<file path="config.mk">
export PLATFORM = sky130hd
export DESIGN_NAME = msg_sched_unit
export DESIGN_NICKNAME = d
export VERILOG_FILES = /design/src/rtl/msgsched_pkg.sv /design/src/rtl/msgsched_ctrl.sv /design/src/rtl/msgsched_dpath.sv /design/src/rtl/msg_sched_unit.sv
export SDC_FILE = /design/constraint.sdc
export NUM_CORES = 1
export LEC_CHECK = 0
export ABC_AREA = 1
export CORE_MARGIN = 3
export CORE_UTILIZATION = 51
export CTS_BUF_LIST = sky130_fd_sc_hd__clkbuf_8
export CTS_CLUSTER_SIZE = 16
export DETAILED_ROUTE_END_ITERATION = 8
export PLACE_DENSITY = 0.81
export SYNTH_ARGS = -nofsm -noshare
export SYNTH_HDL_FRONTEND = slang
export SYNTH_HIERARCHICAL = 1
export SYNTH_SLANG_ARGS = --single-unit
</file>
<file path="constraint.sdc">
create_clock -name clk -period 5.7 [get_ports clk]
set_input_delay 1.14 -clock clk [delete_from_list [all_inputs] [get_ports clk]]
set_output_delay 1.14 -clock clk [all_outputs]
set_load 0.05 [all_outputs]
</file>
<file path="src/rtl/msgsched_pkg.sv">
package msgsched_pkg;
  localparam int LANE_W = 32;
  localparam int LANES  = 4;
  localparam int VEC_W  = LANE_W * LANES;

  typedef struct packed {
    logic load;       // capture a new result this cycle
    logic finishOp;   // 1: completing update, 0: partial update
  } schedStrobes_t;

  function automatic logic [LANE_W-1:0] smallSig0(input logic [LANE_W-1:0] x);
    return {x[6:0], x[31:7]} ^ {x[17:0], x[31:18]} ^ (x >> 3);
  endfunction

  function automatic logic [LANE_W-1:0] smallSig1(input logic [LANE_W-1:0] x);
    return {x[16:0], x[31:17]} ^ {x[18:0], x[31:19]} ^ (x >> 10);
  endfunction
endpackage

</file>
<file path="src/rtl/msgsched_ctrl.sv">
module msgsched_ctrl
  import msgsched_pkg::*;
(
  input  logic          clk,
  input  logic          rstN,
  input  logic          inValid,
  input  logic          opSel,
  output schedStrobes_t strobes,
  output logic          outValid
);
  always_comb begin
    strobes.load     = inValid;
    strobes.finishOp = opSel;
  end

  always_ff @(posedge clk) begin
    if (!rstN) outValid <= 1'b0;
    else       outValid <= inValid;
  end


  valid_follow_chk: assert property (@(posedge clk) disable iff (!rstN)
    inValid |=> outValid);

  no_spurious_valid_chk: assert property (@(posedge clk) disable iff (!rstN)
    !inValid |=> !outValid);
endmodule

</file>
<file path="src/rtl/msgsched_dpath.sv">
module msgsched_dpath
  import msgsched_pkg::*;
#(
  parameter int LW = LANE_W,
  parameter int NL = LANES
) (
  input  logic          clk,
  input  logic          rstN,
  input  schedStrobes_t strobes,
  input  logic [LW*NL-1:0] dstVec,
  input  logic [LW*NL-1:0] srcA,
  input  logic [LW*NL-1:0] srcB,
  output logic [LW*NL-1:0] result
);
  localparam int HALF = NL / 2;

  logic [LW-1:0] dL [NL];
  logic [LW-1:0] aL [NL];
  logic [LW-1:0] bL [NL];
  logic [LW-1:0] partL [NL];
  logic [LW-1:0] finL  [NL];
  logic [LW*NL-1:0] nextVec;

  for (genvar i = 0; i < NL; i++) begin : g_split
    assign dL[i] = dstVec[i*LW +: LW];
    assign aL[i] = srcA[i*LW +: LW];
    assign bL[i] = srcB[i*LW +: LW];
  end

  // Partial update: each lane mixes in sigma-0 of the next-older word.
  for (genvar i = 0; i < NL; i++) begin : g_part
    if (i < NL - 1) begin : g_inner
      assign partL[i] = smallSig0(dL[i+1]) + dL[i];
    end else begin : g_edge
      assign partL[i] = smallSig0(aL[0]) + dL[i];
    end
  end

  // Completing update: lower half from srcB, upper half chained on lower half.
  for (genvar i = 0; i < NL; i++) begin : g_fin
    if (i < HALF) begin : g_low
      assign finL[i] = smallSig1(bL[i+HALF]) + dL[i] + aL[i+1];
    end else if (i < NL - 1) begin : g_highMid
      assign finL[i] = smallSig1(finL[i-HALF]) + dL[i] + aL[i+1];
    end else begin : g_highTop
      assign finL[i] = smallSig1(finL[i-HALF]) + dL[i] + bL[0];
    end
  end

  for (genvar i = 0; i < NL; i++) begin : g_mux
    assign nextVec[i*LW +: LW] = strobes.finishOp ? finL[i] : partL[i];
  end

  always_ff @(posedge clk) begin
    if (!rstN)             result <= '0;
    else if (strobes.load) result <= nextVec;
  end


  hold_chk: assert property (@(posedge clk) disable iff (!rstN)
    !strobes.load |=> $stable(result));
endmodule

</file>
<file path="src/rtl/msg_sched_unit.sv">
module msg_sched_unit
  import msgsched_pkg::*;
(
  input  logic             clk,
  input  logic             rstN,
  input  logic             inValid,
  input  logic             opSel,
  input  logic [VEC_W-1:0] dstVec,
  input  logic [VEC_W-1:0] srcA,
  input  logic [VEC_W-1:0] srcB,
  output logic             outValid,
  output logic [VEC_W-1:0] result
);
  schedStrobes_t strobes;

  msgsched_ctrl i_ctrl (
    .clk(clk), .rstN(rstN), .inValid(inValid), .opSel(opSel),
    .strobes(strobes), .outValid(outValid)
  );

  msgsched_dpath #(.LW(LANE_W), .NL(LANES)) i_dpath (
    .clk(clk), .rstN(rstN), .strobes(strobes),
    .dstVec(dstVec), .srcA(srcA), .srcB(srcB), .result(result)
  );


  part_top_lane_chk: assert property (@(posedge clk) disable iff (!rstN)
    (inValid && !opSel) |=> result[127:96] ==
      smallSig0($past(srcA[31:0])) + $past(dstVec[127:96]));

  fin_chain_chk: assert property (@(posedge clk) disable iff (!rstN)
    (inValid && opSel) |=> result[95:64] ==
      smallSig1(result[31:0]) + $past(dstVec[95:64]) + $past(srcA[127:96]));
endmodule

</file>
==> results.md, run 1 <==
- Num Clock Sinks: 129
- Port bufs: 484
- Failing step: global routing
- Aggregate global-route resource usage: 0.752
- Total grt overflow: 127
- Worst-case clock buffer depth: 2
- Netlist Area Pre-Place: 28100 um2
- EDFF count, synth: 0
- Total CTS buffers: 17
- Syn_nets: 5208
- Floorplan row count: 85
- Status: stopped before the end
- Largest net degree at the start of global routing: 155
- Yosys Warn Count: 6
- Starting Density: 0.519
- Gate Count Post-Synth: 4444
- Worst endpoint type: sequential cell input
- Root Buffer: clkbuf_8
- Synth area leaders: nand2_1 12%, ha_1 11%, inv_1 9.6%, fa_1 9.4%, dfxtp_1 9.2%
- I/O pin count: 517
- H-tree Lvls: 4
- Synthesized area per cell: 6.33 um2
- Largest area contributor in the netlist: nand2_1
- Most common cell in the netlist: nand2_1
- Die X: 241 um
- Async set-reset flop share out of synthesis: 0
- Top FF cell, synth: dfxtp_1
- Seq/Total Area, Yosys: 0.0918
- Synth cell count leaders: 895 x nand2_1, 716 x inv_1, 402 x nor2_1
- DPL Wire Length: 114000 um
- Worst-path endpoint after global-route repair_timing: i_dpath/result[90]$_SDFFE_PN0P_/D
- Yosys top cell area share: 0.119
- Die height: 241 um
- Unique masters post-synth: 44
- Synth Register Bits: 129
- Log Error: [ERROR GRT-0232] Routing congestion too high. Check the congestion heatmap in the GUI.
- GP Congestion: 1.09
-- timing repair --
action | 4_1_cts
setup endpoints to repair | 57
resized for setup | 533
hold buffers | 0
pin swaps | 185
buffers inserted | 52
-- kinds of logic after synthesis --
logic type	share of synthesized area
XOR/XNOR	0.168
AND/OR/NAND/NOR	0.256
adder cells (fa/ha/maj)	0.202
buffers and inverters	0.107
flip-flops	0.0918
AO/OA/AOI/OAI	0.175
-- stage by stage --
| stage | setup WS (ns) | setup TNS, ns | instance area [um2] | util | instances |
|---|---|---|---|---|---|
| floorplan | 0.0131 | 0 | 28200 | - | 4444 |
| global placement | -1.34 | -61.72 | 38400 | 0.708 | 6189 |
| detailed placement | -1.42 | -66.91 | 38400 | 0.708 | 6189 |
| CTS | -0.0255 | -0.0504 | 41200 | 0.760 | 6272 |
-- routing by layer --
metal / track usage / GRT overflow
met2: 0.913 / 73
met3: 0.628 / 3
met1: 0.747 / 0
met4: 0.722 / 51
met5: 0.317 / 0
==> run 2, diff against run 1 <==
--- a/config.mk
+++ b/config.mk
@@ -7,11 +7,9 @@
 export LEC_CHECK = 0
 export ABC_AREA = 1
 export CORE_MARGIN = 3
-export CORE_UTILIZATION = 51
-export CTS_BUF_LIST = sky130_fd_sc_hd__clkbuf_8
-export CTS_CLUSTER_SIZE = 16
+export CORE_UTILIZATION = 40
 export DETAILED_ROUTE_END_ITERATION = 8
-export PLACE_DENSITY = 0.81
+export PLACE_DENSITY_LB_ADDON = 0.15
 export SYNTH_ARGS = -nofsm -noshare
 export SYNTH_HDL_FRONTEND = slang
 export SYNTH_HIERARCHICAL = 1
==> constraint.sdc (replaced) <==
create_clock -name clk -period 7.41 [get_ports clk]
set_input_delay 1.482 -clock clk [delete_from_list [all_inputs] [get_ports clk]]
set_output_delay 1.482 -clock clk [all_outputs]
set_load 0.05 [all_outputs]
==> results.md, run 2 <==
- Period minus WS final: 7.07 ns
- Vias per cell: 5.30
- Crit-path most repeated cell: nand2_1
- Initial antenna violation count: 0
- GP Congestion: 1.02 (was 1.09)
- DR WL/cell: 21.6 um
- Post-CTS Setup Bufs: 0 (was 52)
- CP arrival: 7.51 ns
- Final Skew: 0 ns
- Most common library cell in the layout ignoring fill and taps: nand2_1
- Synth cell count leaders: 895 x nand2_1, 716 x inv_1, 402 x nor2_1 (unchanged)
- First-pass GRT wire length: 196000 um
- Aggregate global-route resource usage: 0.354
- Netlist Area Pre-Place: 28100 um2 (unchanged)
- N_diodes: 0
- Maxcap violations: 0
- Total CTS buffers: 17 (unchanged)
- Min-delay src: i_dpath/result[24]
- CP required: 7.85 ns
- Hold Buf Count CTS: 0 (unchanged)
- Final Hold Violating Endpoints: 0
- Most flop-heavy register: i_dpath/result
- Leakage: 18.1 nW
- Die X: 271 um (was 241 um)
- Startpoint types: input pin
- Least-Margin Pin Slew: 1.16 ns
- Slew Limit Fails: 0
- Final WS setup: 0.341 ns
- CP peak stage delay: 0.56 ns
- Pwr Density: 575 nW/um2
- Synth-to-layout area growth: 32.0%
- Residual DRC count: 0
- Fmax: 141 MHz
- Vias in the first global route: 31.8k
- Iteration-0 DRC Markers: 3171
- Top FF cell, synth: dfxtp_1 (unchanged)
- Port bufs: 484 (unchanged)
- Clock transition at path regs: 0.07 ns
- Biggest regs: i_dpath/result x128, i_ctrl/outValid x1
- Critical path peak fanout: 4
- Seq/Total Area, Yosys: 0.0918 (unchanged)
- Synthesized area per cell: 6.33 um2 (unchanged)
- Most common cell in the netlist: nand2_1 (unchanged)
- Async set-reset flop share out of synthesis: 0 (unchanged)
- Synth Register Bits: 129 (unchanged)
- Die area: 73500 um2
- Gate Count Post-Synth: 4444 (unchanged)
- Clock tree from TritonCTS: built
- Core box area: 69200 um2
- Syn_nets: 5208 (unchanged)
- # nets final: 5989
- Floorplan row count: 96 (was 85)
- Pre-CTS setup slack: -0.204 ns (was -1.42 ns)
- DRT Pass-1 Iters: 8
- Worst-case clock buffer depth: 2 (unchanged)
- Final period util: 0.954
- Largest net degree at the start of global routing: 84
- Critical path type: input pin to flip-flop
- Post-cts resize count: 0 (was 533)
- Most frequent cells in the layout: 894 x nand2_1, 715 x inv_1, 481 x clkdlybuf4s50_1
- I/O pin count: 517 (unchanged)
- Synth area leaders: nand2_1 12%, ha_1 11%, inv_1 9.6%, fa_1 9.4%, dfxtp_1 9.2% (unchanged)
- Fillers: 7214
- Final Util: 0.537
- Status: completed (was stopped before the end)
- Worst setup path startpoint: srcB[88]
- Via count: 32.7k
- EDFF count, synth: 0 (unchanged)
- Relative slew slack: 0.225
- DPL Wire Length: 114000 um (about the same)
- H-tree Lvls: 4 (unchanged)
- Die height: 271 um (was 241 um)
- Hold Path Class: flip-flop to flip-flop
- R2R Path Start: i_dpath/result[105]
- Root Buffer: clkbuf_16 (was clkbuf_8)
- Largest area contributor in the netlist: nand2_1 (unchanged)
- Critical Path Sink Type: flip-flop
- Max reg flops: 128
- Yosys top cell area share: 0.119 (unchanged)
- Final setup fails: 0
- Clock latency on the worst-skew pair: 0.49 ns
- Slowest CP cell: clkdlybuf4s50_1
- Starting Density: 0.407 (was 0.519)
- Peak supply drop: 0.400 mV
- Unique masters post-synth: 44 (unchanged)
- Layout cell share with drive strength beyond 1: 0.0823
- Num Clock Sinks: 129 (unchanged)
- Yosys Warn Count: 6 (unchanged)
- Multi-input combinational cell area: 22600 um2
- Routed wire length: 134000 um
- Total grt overflow: 0
- ANT nets after route: 0
- Sequential Area: 2580 um2
## run 2: cell families (layout without fill, tap and decap cells)
logic type               after synthesis  after routing  share of synthesized area
XOR/XNOR                             531            531                      0.168
AND/OR/NAND/NOR                     1733           1733                      0.256
buffers and inverters                800           1594                      0.107
adder cells (fa/ha/maj)              376            376                      0.202
AO/OA/AOI/OAI                        875            875                      0.175
flip-flops                           129            129                     0.0918
## run 2: stage by stage
stage / instances / power (mW) / area [um2] / hold WS [ns] / setup TNS, ns
floorplan: 4444 / 11.9 / 28100 / 0.689 / 0
global placement: 6137 / 19.9 / 36500 / 0.452 / -1.16
detailed placement: 6137 / 19.9 / 36500 / 0.456 / -3.08
CTS: 6169 / 21.0 / 37100 / 0.467 / 0
global route: 6169 / 23.2 / 37100 / 0.484 / -0.122
finish: 6169 / 21.3 / 37100 / 0.463 / 0
## run 2: final timing paths
kind                              end  slack, ns  cells past startpoint
setup / recovery   i_dpath/result[80]       0.34                     33
hold / removal     i_dpath/result[24]       0.46                      2
hold reg to reg    i_dpath/result[24]       0.46                      2
setup reg to reg  i_dpath/result[105]       6.55                      4
## run 2: metal layers
| layer | vias to the layer above | global-route usage | share of wire |
|---|---|---|---|
| li1 | 15931 | - | - |
| met1 | 15167 | 0.467 | 0.42 |
| met2 | 1370 | 0.579 | 0.45 |
| met3 | 239 | 0.0577 | 0.082 |
| met4 | 0 | 0.139 | 0.043 |
| met5 | - | 0 | 0 |
## run 2: power breakdown
part           leakage, nW  total (mW)  internal [mW]  switching, mW
clock network        0.285       0.951          0.537          0.414
logic                 16.7        19.3           7.93           11.4
registers             1.07        1.05          0.898          0.150
## run 2: critical path, delay by kind of cell
kind | cells | cell delay (ns)
simple gates | 14 | 1.52
compound gates | 4 | 0.86
buf+inv | 7 | 1.22
xor+xnor | 4 | 0.78
fa+ha+maj | 4 | 1.67
## run 2: cell type report
class	instances	share of cell area
tap	931	0.0314
clock inverter	13	0.00435
timing repair buffer	836	0.201
clock buffer	19	0.0119
multi-input combinational	3515	0.608
sequential	129	0.0696
inverter	726	0.0735
Note: power is estimated with default switching activity, not from simulation.
